### config.mk
export PLATFORM = sky130hd
export DESIGN_NAME = scsi_async_tx
export DESIGN_NICKNAME = d
export VERILOG_FILES = /design/src/rtl/scsi_async_tx.sv
export SDC_FILE = /design/constraint.sdc
export NUM_CORES = 1
export LEC_CHECK = 0
export BUFFER_PORTS_ARGS = -buffer_cell sky130_fd_sc_hd__buf_2
export CORE_ASPECT_RATIO = 1.4
export CORE_MARGIN = 2
export CORE_UTILIZATION = 49
export DETAILED_ROUTE_END_ITERATION = 10
export MAX_ROUTING_LAYER = met4
export PLACE_DENSITY = 0.9
export SYNTH_ARGS = -nofsm -noshare
export SYNTH_HDL_FRONTEND = slang
export SYNTH_SLANG_ARGS = --single-unit
### constraint.sdc
create_clock -name clk -period 1.9 [get_ports clk]
set_input_delay 0.095 -clock clk [delete_from_list [all_inputs] [get_ports clk]]
set_output_delay 0.095 -clock clk [all_outputs]
set_load 0.05 [all_outputs]
### src/rtl/scsi_async_tx.sv
module scsi_async_tx #(
  parameter int PREP_CYCLES  = 2,
  parameter int SETUP_CYCLES = 3
) (
  input  logic        clk,
  input  logic        rst,
  input  logic [31:0] in_data,
  input  logic        in_valid,
  output logic        in_ready,
  input  logic        ack_n_i,
  output logic [8:0]  bus_o,
  output logic        req_n_o,
  output logic        oe_o,
  output logic        busy_o,
  output logic        done_o
);
  localparam int MAXC = (PREP_CYCLES > SETUP_CYCLES) ? PREP_CYCLES : SETUP_CYCLES;
  localparam int CW   = $clog2(MAXC + 1);
  localparam logic [CW-1:0] PREP_LD  = CW'(PREP_CYCLES - 1);
  localparam logic [CW-1:0] SETUP_LD = CW'(SETUP_CYCLES - 1);

  typedef enum logic [2:0] {S_IDLE, S_PREP, S_SETUP, S_REQ, S_REL} st_t;

  st_t          st;
  logic [CW-1:0] cnt;
  logic [31:0]  word;
  logic         half;

  wire [7:0] cur     = half ? word[23:16] : word[7:0];
  wire       par     = ~^cur;
  wire       driving = (st == S_SETUP) || (st == S_REQ) || (st == S_REL);

  assign in_ready = ((st == S_PREP) && (cnt == '0)) || ((st == S_REL) && ack_n_i && half);
  assign bus_o    = driving ? ~{par, cur} : 9'h1FF;
  assign req_n_o  = (st != S_REQ);
  assign oe_o     = (st != S_IDLE);
  assign busy_o   = (st != S_IDLE);

  always_ff @(posedge clk) begin
    if (rst) begin
      st     <= S_IDLE;
      cnt    <= '0;
      word   <= '0;
      half   <= 1'b0;
      done_o <= 1'b0;
    end else begin
      done_o <= 1'b0;
      case (st)
        S_IDLE:
          if (in_valid) begin
            st  <= S_PREP;
            cnt <= PREP_LD;
          end
        S_PREP:
          if (cnt != '0) cnt <= cnt - 1'b1;
          else if (in_valid) begin
            word <= in_data;
            half <= 1'b0;
            cnt  <= SETUP_LD;
            st   <= S_SETUP;
          end
        S_SETUP:
          if (cnt != '0) cnt <= cnt - 1'b1;
          else st <= S_REQ;
        S_REQ:
          if (!ack_n_i) st <= S_REL;
        S_REL:
          if (ack_n_i) begin
            if (!half) begin
              half <= 1'b1;
              cnt  <= SETUP_LD;
              st   <= S_SETUP;
            end else if (in_valid) begin
              word <= in_data;
              half <= 1'b0;
              cnt  <= SETUP_LD;
              st   <= S_SETUP;
            end else begin
              st     <= S_IDLE;
              done_o <= 1'b1;
            end
          end
        default: st <= S_IDLE;
      endcase
    end
  end

  a_r1_idle_released: assert property (@(posedge clk) disable iff (rst)
    !busy_o |-> (!oe_o && bus_o == 9'h1FF && req_n_o));

  a_r4_odd_parity: assert property (@(posedge clk) disable iff (rst)
    !req_n_o |-> ((^(~bus_o)) == 1'b1));

  a_r5_data_held: assert property (@(posedge clk) disable iff (rst)
    (!req_n_o && $past(!req_n_o)) |-> $stable(bus_o));

  a_r6_req_waits_ack: assert property (@(posedge clk) disable iff (rst)
    (!req_n_o && ack_n_i) |=> !req_n_o);

  a_r7_ready_when_busy: assert property (@(posedge clk) disable iff (rst)
    in_ready |-> busy_o);

  a_r8_done_after_release: assert property (@(posedge clk) disable iff (rst)
    done_o |-> (!busy_o && $past(ack_n_i)));
endmodule

==> metrics <==
slowest cell delay on critical path 0.42 ns; Final ANT Viol Nets 0; share of the synthesized area in the top cell type 33.5%; share of cell area taken by muxes after synthesis 21.9%; worst min-delay path class in -> reg; Via density 5.35; family with the most delay on the worst path simple AND/OR/NAND/NOR gates; Post-Layout Cell Count 221; Die Span X 48.8 um; Post-Synthesis Cell Area 0.00138 mm^2; peak fanout along the critical path 9; worst vdd rail ir drop 724 uV; Pleak 0.823 nW; leading cell types by total area after synthesis dfxtp_1 (33%), mux2i_1 (15%), mux2_2 (7.4%); sw power 0.000471 W; worst flop-to-flop path startpoint cnt[0]$_SDFFE_PP0P_; number of clock sinks 23; number of buffer cells added on primary ports 33; ratio of final minimum period to clock period 97.7%; final number of setup-violating endpoints 0; estimated wirelength of the detail-placed design 1990 um; Hold Worst Slack 0.00393 ns; simple-gate share of the synthesized area 18.0%; fraction of the mapped netlist area in adder cells 1.82%; critical hold path startpoint in_data[17]; parity-gate share of the synthesized area counting xor and xnor cells 7.64%; slew of the pin with the lowest slew margin 0.424 ns; register bit total from synthesis 23; GP Congestion 0.902; TritonCTS clock tree done; Comb pwr share 36.9%; critical setup path kind reg -> out; DRT iter0 DRCs 25; clock latency of the later-clocked register in the worst-skew pair 0.32 ns; pin count of the biggest net entering global routing 24; top cell type by total area after synthesis dfxtp_1; Register-to-Register Setup Slack 0.19 ns; area added between synthesis and finish 22.6%; Placed Cells incl. Taps 209; relative slew slack 71.7%; depth of the CTS H-tree 1; ratio of cells with drive above 1 in the final layout 32.4%; part of the Yosys area used for sequential elements 33.5%; fill cell instance count of the final layout 214; Internal Dissipation 0.000813 W; buffers plus inverters on the worst setup path 1; number of maximum-capacitance constraint violations 0; height of the die 66.7 um; count of cell types in the netlist 41; count of unresolved DRC violations after routing 0; Worst Reg2Reg Path Length in Cells 7; power share of the clock group 18.1%; CTS clock-pin slew for the worst setup and hold paths 0.13 ns; Yosys warning total 0; required time of the critical path 1.80 ns; average instance area after synthesis 9.36 um^2; aggregate global-route resource usage 19.2%; area of the die 0.00325 mm^2; Sum Neg Setup Slack 0 ns; PnR worst setup slack 0.0445 ns; total nets after synthesis 185; initial antenna violation count 0; total length of routed wires 2830 um; Hold Path Cell Cnt 3; final layout net count 224; cell-by-cell listing of the critical path and2b_1 > or2_2 > nand2_1 > buf_2; number of buffers added by the clock tree synthesis step 3; Power per Cell Area 761 mW/mm^2; RSZ-0062 raised after global routing false; arrival time at the worst endpoint 1.76 ns; final hold violation count 0; wire length of the first global-routing pass 4820 um; number of optimization iterations in the first detailed-route pass 4; Worst Setup Start Kind flip-flop; number of core rows 22; final slew viol count 0; Worst Setup End Kind output pin; buffer count from post-CTS setup fixing 0; sink of the worst hold path word[17]$_SDFFE_PP0P_; highest-delay cell along the critical path dfxtp_2; average detailed-routed wire length per instance 12.8 um; via count of the first global-routing pass 1212; initial cell density of the core 52.1%; compound-gate portion of the synthesized area 11.7%; f_max 539 MHz; FF-to-FF End word[1]$_SDFFE_PP0P_; run status finished clean; CTS Root Buffer Type clkbuf_4; switching part of the total power 36.7%; sequential share of power 45.0%; final clock skew 0.00708 ns; IO Count 50; Overflow after GRT 0; routed vias 1183; Clock Path Buffers 2; synthesized netlist cell count 147; antenna diode instance count 0; Setup WS pre-CTS 0.220 ns; total core area 0.00264 mm^2; largest family of logic cells by synthesized area multiplexers; shortest clock period the worst path allows after layout 1.86 ns
==> worst min-delay path, cell delays in order <==
cell	delay (ns)
buf_2	0.08
mux2i_1	0.05
nor2_1	0.07
==> cells by family (layout without fill, tap and decap cells) <==
| kind of cell | after synthesis | after routing |
|---|---|---|
| muxes | 29 | 29 |
| and+or+nand+nor | 47 | 47 |
| AOI/OAI and AO/OA | 20 | 20 |
| xor gates and xnor gates | 12 | 12 |
| buffers and inverters | 14 | 52 |
| adders and majority gates | 2 | 2 |
| DFF | 23 | 23 |
==> flip-flops by register name (all words and copies together) (netlist names) <==
| signal | count |
|---|---|
| cnt | 2 |
| done_o | 1 |
| half | 1 |
| st | 3 |
| word | 16 |
==> cell usage in the layout (no fill, tap or decap), types with 2 or more instances in the layout <==
cell type,count
buf_2,27
nor2_1,20
mux2i_1,20
dfxtp_1,20
nand2_1,11
mux2_2,9
xor2_1,9
dlygate4sd3_1,8
buf_4,6
clkbuf_4,5
inv_1,4
xnor2_1,3
a22oi_1,3
a211oi_1,3
dfxtp_2,3
nor2b_1,2
nand2b_1,2
o21ai_0,2
o21ai_1,2
ha_1,2
==> how the worst max path moves through the flow <==
stage	from	to	slack (ns)	cells after the start
floorplan	cnt[0]$_SDFFE_PP0P_	word[0]$_SDFFE_PP0P_	0.24	7
global placement	cnt[0]$_SDFFE_PP0P_	word[22]$_SDFFE_PP0P_	0.27	7
detailed placement	st[1]$_SDFFE_PP0P_	word[4]$_SDFFE_PP0P_	0.22	6
CTS	st[1]$_SDFFE_PP0P_	bus_o[0]	0.0003	4
global route	st[2]$_SDFFE_PP0P_	bus_o[1]	0.001	4
finish	st[2]$_SDFFE_PP0P_	bus_o[1]	0.04	4
==> per-stage QoR <==
stage	instance area (um^2)	utilization [%]	total power [W]
4_1_cts	1680	63.6	0.00129
3_5_place_dp	1560	59.1	0.00104
5_1_grt	1690	63.9	0.00136
2_1_floorplan	1380	-	0.000960
6_report	1690	63.9	0.00128
3_3_place_gp	1560	59.1	0.00103
==> power groups by stage <==
stage,sequential [W],combinational (W),clock (W)
6_report,0.000578,0.000474,0.000232
5_1_grt,0.000586,0.000515,0.000257
4_1_cts,0.000577,0.000473,0.000242
3_5_place_dp,0.000586,0.000457,0
3_3_place_gp,0.000584,0.000447,0
2_1_floorplan,0.000561,0.000400,0
==> metal layers <==
layer,wire (um),track usage (%)
met1,1180,19.2
met2,1480,38.2
met3,140,1.79
met4,36,7.50
met5,0,-
==> Yosys cell counts <==
library cell,instances
mux2i_1,20
and2_4,1
and2b_1,1
xor2_1,9
and2b_2,1
and3_4,1
a32oi_1,1
or3b_1,1
buf_4,2
nor2b_1,2
o21ai_0,2
o22ai_1,1
o22a_1,1
mux2_2,9
nand2_1,11
o221ai_4,1
or2_2,1
ha_1,2
a21oi_1,1
or3_1,1
inv_1,4
a2111oi_0,1
a22o_1,1
nand2b_2,1
nor3b_4,1
a22oi_1,3
nor2_1,20
a211oi_1,3
o21ai_1,2
nor3b_1,1
a31o_2,1
nand2b_1,2
nand3b_1,1
dfxtp_1,23
a31oi_1,1
buf_2,3
clkbuf_1,4
buf_8,1
o311ai_1,1
xnor2_1,3
nor4_1,1
==> layout make-up <==
cell class              instances  area (um^2)  share of cell area, %
repair buffers                 44          295                   17.5
well taps                      36         45.0                   2.67
clock inverters                 1         5.00                  0.297
clock buffers                   3         22.5                   1.33
multi-input cells             110          841                   49.8
inverters                       4         15.0                  0.890
flip-flops and latches         23          464                   27.5
==> repair_timing <==
item | in CTS | in global routing
hold buffers | 8 | 0
gates resized for setup | 6 | 3
endpoints found under the hold margin | 8 | 0
cloned | 0 | 0
pin swaps | 0 | 0
setup endpoints to repair | 9 | 6
Note: power is estimated with default switching activity, not from simulation.
